`config.mk`:
```
export PLATFORM = sky130hd
export DESIGN_NAME = rotmask_unit
export DESIGN_NICKNAME = d
export VERILOG_FILES = /design/src/rtl/rotmask_pkg.sv /design/src/rtl/rotmask_rotator.sv /design/src/rtl/rotmask_maskgen.sv /design/src/rtl/rotmask_cond.sv /design/src/rtl/rotmask_unit.sv
export SDC_FILE = /design/constraint.sdc
export NUM_CORES = 1
export LEC_CHECK = 0
export BUFFER_PORTS_ARGS = -buffer_cell sky130_fd_sc_hd__buf_2
export CORE_AREA = 10 10 106 108
export DETAILED_ROUTE_END_ITERATION = 10
export DIE_AREA = 0 0 116 118
export PLACE_DENSITY = 0.81
export SYNTH_ARGS = -nofsm -noshare
export SYNTH_HDL_FRONTEND = slang
export SYNTH_SLANG_ARGS = --single-unit
```
`constraint.sdc`:
```
create_clock -name clk -period 4.7 [get_ports clk]
set_clock_uncertainty 0.2 [all_clocks]
set_input_delay 0.94 -clock clk [delete_from_list [all_inputs] [get_ports clk]]
set_output_delay 0.94 -clock clk [all_outputs]
set_load 0.01 [all_outputs]
```
`src/rtl/rotmask_pkg.sv`:
```
package rotmask_pkg;

    localparam int unsigned RM_WIDTH = 32;

    typedef enum logic {
        MODE_AND    = 1'b0,
        MODE_INSERT = 1'b1
    } rm_mode_e;

    typedef enum logic {
        AMT_IMM = 1'b0,
        AMT_REG = 1'b1
    } rm_amt_src_e;

    // condition field bit positions
    localparam int unsigned COND_LT = 3;
    localparam int unsigned COND_GT = 2;
    localparam int unsigned COND_EQ = 1;
    localparam int unsigned COND_SO = 0;
    localparam int unsigned COND_W  = 4;

endpackage

```
`src/rtl/rotmask_rotator.sv`:
```
module rotmask_rotator #(
    parameter int unsigned W  = 32,
    parameter int unsigned AW = $clog2(W)
) (
    input  logic [W-1:0]  din,
    input  logic [AW-1:0] amt,
    output logic [W-1:0]  dout
);

    logic [W-1:0] stage [AW+1];

    assign stage[0] = din;

    // logarithmic barrel: stage s rotates by 2**s when amt[s] is set
    for (genvar s = 0; s < AW; s++) begin : g_stage
        localparam int unsigned SH = 1 << s;
        logic [W-1:0] rot_s;
        assign rot_s = {stage[s][W-1-SH:0], stage[s][W-1:W-SH]};
        assign stage[s+1] = amt[s] ? rot_s : stage[s];
    end

    assign dout = stage[AW];

    always_comb begin
        if (amt == '0) begin
            a_r1_zero_passes: assert (dout == din)
                else $error("R1: zero rotate altered operand");
        end
    end

endmodule

```
`src/rtl/rotmask_maskgen.sv`:
```
module rotmask_maskgen #(
    parameter int unsigned W  = 32,
    parameter int unsigned AW = $clog2(W)
) (
    input  logic [AW-1:0] mb,
    input  logic [AW-1:0] me,
    output logic [W-1:0]  mask
);

    logic wrap;
    assign wrap = (mb > me);

    // position p counts from the most significant bit
    for (genvar p = 0; p < W; p++) begin : g_pos
        logic ge_b;
        logic le_e;
        assign ge_b = (AW'(p) >= mb);
        assign le_e = (AW'(p) <= me);
        assign mask[W-1-p] = wrap ? (ge_b | le_e) : (ge_b & le_e);
    end

    always_comb begin
        if (!wrap) begin
            a_r3_run_length: assert ($countones(mask) == (int'(me) - int'(mb) + 1))
                else $error("R3: mask length mismatch");
        end else begin
            a_r4_wrap_length: assert ($countones(mask) == (int'(W) - (int'(mb) - int'(me) - 1)))
                else $error("R4: wrapped mask length mismatch");
        end
    end

endmodule

```
`src/rtl/rotmask_cond.sv`:
```
module rotmask_cond #(
    parameter int unsigned W = 32
) (
    input  logic [W-1:0]                   value,
    input  logic                           record,
    input  logic                           so,
    output logic [rotmask_pkg::COND_W-1:0] cond
);
    import rotmask_pkg::*;

    always_comb begin
        cond = '0;
        if (record) begin
            cond[COND_LT] = value[W-1];
            cond[COND_GT] = !value[W-1] && (value != '0);
            cond[COND_EQ] = (value == '0);
            cond[COND_SO] = so;
        end
    end

    always_comb begin
        if (record) begin
            a_r8_one_relation: assert ($countones(cond[COND_LT:COND_EQ]) == 1)
                else $error("R8: condition relation not one-hot");
        end
    end

endmodule

```
`src/rtl/rotmask_unit.sv`:
```
module rotmask_unit #(
    parameter int unsigned DATA_W = rotmask_pkg::RM_WIDTH,
    localparam int unsigned AW    = $clog2(DATA_W),
    localparam int unsigned CW    = rotmask_pkg::COND_W
) (
    input  logic              clk,
    input  logic              rst_n,
    input  logic              in_valid,
    input  logic [DATA_W-1:0] in_src,
    input  logic [DATA_W-1:0] in_amt_reg,
    input  logic [AW-1:0]     in_amt_imm,
    input  logic              in_amt_sel,
    input  logic [AW-1:0]     in_mb,
    input  logic [AW-1:0]     in_me,
    input  logic [DATA_W-1:0] in_target,
    input  logic              in_mode,
    input  logic              in_record,
    input  logic              in_so,
    output logic              out_valid,
    output logic [DATA_W-1:0] out_result,
    output logic [CW-1:0]     out_cond
);
    import rotmask_pkg::*;

    typedef struct packed {
        logic              valid;
        logic [DATA_W-1:0] result;
        logic [CW-1:0]     cond;
    } rm_state_t;

    rm_state_t st_d, st_q;

    logic [AW-1:0]     amt_w;
    logic [DATA_W-1:0] rot_w;
    logic [DATA_W-1:0] mask_w;
    logic [DATA_W-1:0] merged_w;
    logic [CW-1:0]     cond_w;

    assign amt_w = (rm_amt_src_e'(in_amt_sel) == AMT_REG) ? in_amt_reg[AW-1:0] : in_amt_imm;

    rotmask_rotator #(.W(DATA_W), .AW(AW)) u_rot (
        .din  (in_src),
        .amt  (amt_w),
        .dout (rot_w)
    );

    rotmask_maskgen #(.W(DATA_W), .AW(AW)) u_mask (
        .mb   (in_mb),
        .me   (in_me),
        .mask (mask_w)
    );

    always_comb begin
        if (rm_mode_e'(in_mode) == MODE_INSERT) begin
            merged_w = (rot_w & mask_w) | (in_target & ~mask_w);
        end else begin
            merged_w = rot_w & mask_w;
        end
    end

    rotmask_cond #(.W(DATA_W)) u_cond (
        .value  (merged_w),
        .record (in_record),
        .so     (in_so),
        .cond   (cond_w)
    );

    always_comb begin
        st_d       = st_q;
        st_d.valid = in_valid;
        if (in_valid) begin
            st_d.result = merged_w;
            st_d.cond   = cond_w;
        end
    end

    always_ff @(posedge clk) begin
        if (!rst_n) begin
            st_q <= '0;
        end else begin
            st_q <= st_d;
        end
    end

    assign out_valid  = st_q.valid;
    assign out_result = st_q.result;
    assign out_cond   = st_q.cond;

    a_r7_valid_delay: assert property (@(posedge clk) disable iff (!rst_n)
        1'b1 |=> (out_valid == $past(in_valid)))
        else $error("R7: valid not delayed by one cycle");

    a_r5_and_clears: assert property (@(posedge clk) disable iff (!rst_n)
        (in_valid && !in_mode) |=> ((out_result & ~$past(mask_w)) == '0))
        else $error("R5: bit set outside mask in AND mode");

    a_r6_insert_keeps: assert property (@(posedge clk) disable iff (!rst_n)
        (in_valid && in_mode) |=> (((out_result ^ $past(in_target)) & ~$past(mask_w)) == '0))
        else $error("R6: target bit lost outside mask");

    a_r10_idle_hold: assert property (@(posedge clk) disable iff (!rst_n)
        !in_valid |=> ($stable(out_result) && $stable(out_cond)))
        else $error("R10: output changed in idle cycle");

endmodule

```
==> impl_metrics.csv <==
group,metric,value,unit
global_routing,grtUsageTotal,0.256,
pwr,intPower,722,uW
pwr,leakage,2.34,nW
detailed_routing,drt_iter0_drc,859,
yosys,yosysWarnings,0,
cts,cts.path.max_buffers,2,
cells_and_area,fin_cells,875,
critical_path,worstSetupPathType,"input port to flop",
critical_path,worstPathRequired,4.71,ns
floorplanning,die_w,116,um
pwr,power_density,238,nW/um^2
cts,cts_resized,0,
sta,setup_tns,0,ns
cts,clk_pin_slew,0.08,ns
critical_path,path_buf_inv,2,
yosys,ys_top_cells_by_area,"dfxtp_1 (16%), a22oi_1 (10%), nand3_1 (8.2%)",
detailed_routing,ant_nets,0,
cells_and_area,layout_common_cells,"buf_2 (127), nand3_1 (77), nand2_1 (75)",
flow_run,cap_violations,0,
sta,fin_crit_sh,0.891,
pwr,seqPwrFrac,0.270,
sta,worst_slew_pin_slew,1.08,ns
sta,finalCriticalPeriod,4.19,ns
global_routing,grt_overflow,0,
sta,setup_viol,0,
critical_path,crit_family,"simple AND/OR/NAND/NOR gates",
sta,fmax,0.239,GHz
critical_path,crit_chain,"buf_2 -> mux2i_4 -> buf_12 -> mux2i_1 -> a22oi_1 -> nand3_1 -> nand3_1 -> a31oi_1 -> nand4_1 -> nor4_2 -> nand3_1 -> o41ai_2",
yosys,syn_inst,661,
critical_path,start_kind,"input port",
placed_design,gp_congestion,0.992,
critical_path,slowest_stage,"mux2i_1",
placed_design,dp.cells,867,
cells_and_area,finalNetCount,886,
sta,grt_setup_unrepaired,"false",
cts,clock_latency,0.29,ns
yosys,ys_ff_latch,37,
yosys,synth_edf_count,0,
cells_and_area,diodes,0,
global_routing,grt_max_degree,44,
pwr,p_comb_frac,0.563,
yosys,ys_seq_area_frac,0.158,
sta,slew_violations,0,
cts,postCtsSetupBuffers,0,
cells_and_area,fill_cells,871,
cts,cts.sinks,37,
global_routing,grt_pass1_wl,29.1,mm
critical_path,cpPeakStageDelay,0.51,ns
cts,cts_root_buf,"clkbuf_8",
cells_and_area,drive_above_1_share,0.268,
cells_and_area,areaGrowthSynthToFinish,17.1,%
cts,cts_tree,"yes",
floorplanning,placementRows,35,
detailed_routing,drc,0,
sta,hold_viol_final,0,
floorplanning,die_area,13700,um^2
detailed_routing,wl,18.5,mm
floorplanning,num_io_pins,155,
cells_and_area,final_core_util,0.604,
pwr,pwr-share-clk,0.167,
cells_and_area,final_common_cell,"buf_2",
pwr,switchingPower,590,uW
critical_path,critical_path.endpoint_type,"flop",
sta,whs,0.271,ns
global_routing,antenna_found_initial,0,
critical_path,arrival,4.19,ns
global_routing,grt_pass1_vias,5680,
yosys,netlist_area,4700,um^2
critical_path,worstPathMaxFanout,32,
yosys,syn_avg_cell_area,7.11,um^2
yosys,synth_top_area_share,0.158,
cts,cts_buffers,5,
pwr,sw_frac_of_total,0.450,
floorplanning,die_y,118,um
floorplanning,core-area,9110,um^2
yosys,synth_area_leader_cell,"dfxtp_1",
detailed_routing,viasPerCell,6.70,
sta,slew_headroom,0.277,
yosys,ys.flop_type,"dfxtp_1",
cts,cts_hold_buf,0,
detailed_routing,wire_per_inst,21.2,um
critical_path,crit_top_cell,"nand3_1",
yosys,netlist-cell-type-count,62,
run_status,outcome,"finished, final reports clean",
floorplanning,initial_utilization,0.516,
placed_design,numPortBuffers,127,
cts,h-tree-depth,2,
yosys,synthArstFlopShare,0,
pwr,vdd_ir_drop_max,0.113,mV
min_path,hold_class,"flop to flop",
yosys,syn-num-nets,784,
placed_design,dp_hpwl,14.7,mm
detailed_routing,dr.pass1.iters,6,
detailed_routing,vias,5860,
[cells in the mapped netlist (all sizes together), types with 4 or more instances]
master	number
nand3	77
nand2	75
a22oi	64
nor2	48
dfxtp	37
mux2i	37
clkbuf	33
a21oi	31
buf	24
o211ai	24
a31oi	22
maj3	21
o21ai	21
a211oi	16
and2	15
or2	11
and3	10
inv	10
o22ai	10
a21o	5
ha	5
nand4	5
nor3	5
o31ai	5
o21a	4
[worst register-to-register path: stages (launching register included)]
cell and delay, ns:
dfxtp_1 0.32, and3_1 0.16, a41o_1 0.21
[routing by layer]
layer | GRT usage | share of wire | wire length, um | vias up
met4 | 0.0736 | 0.022 | 412 | 0
li1 | - | - | - | 2736
met5 | 0 | 0 | 0 | -
met2 | 0.426 | 0.49 | 9020 | 340
met3 | 0.0515 | 0.099 | 1830 | 44
met1 | 0.321 | 0.39 | 7280 | 2740
[power groups by stage]
stage,sequential [mW],clock [mW],combinational (mW)
after CTS,0.354,0.216,0.719
final,0.354,0.219,0.739
after global routing,0.358,0.234,0.796
after detailed placement,0.361,0,0.717
after floorplan,0.373,0,0.461
after global placement,0.360,0,0.703
[layout make-up]
cell class / count / area, um^2 / area share
multi-input cells: 555 / 3660 / 0.664
repair buffers: 152 / 836 / 0.152
flip-flops and latches: 37 / 741 / 0.135
well taps: 111 / 139 / 0.0252
clock buffers: 5 / 68.8 / 0.0125
inverters: 12 / 45.0 / 0.00818
clock inverters: 3 / 17.5 / 0.00318
[state kept, by name, indices dropped and copies added, names as in the netlist]
name	flops
out_result	32
out_valid	1
out_cond	4
[worst paths after layout]
path / start / end / slack [ns] / cells past startpoint
setup / recovery: in_amt_sel / out_cond[1] / 0.51 / 12
hold / removal: out_result[5] / out_result[5] / 0.27 / 2
setup reg to reg: out_cond[2] / out_cond[2] / 3.71 / 2
hold reg to reg: out_result[5] / out_result[5] / 0.27 / 2
[metrics by stage]
stage                     setup slack (ns)  area (um^2)  power (mW)
after floorplan                      0.762         4700       0.834
after global placement               0.376         5420        1.06
after detailed placement             0.322         5420        1.08
after CTS                            0.641         5500        1.29
after global routing                 0.302         5500        1.39
final                                0.514         5500        1.31
[cell families after synthesis]
group,share of synthesized area
mux,0.101
fa+ha+maj,0.0580
compound gates,0.350
simple gates,0.264
buf+inv,0.0689
flops,0.158
Note: power is estimated with default switching activity, not from simulation.
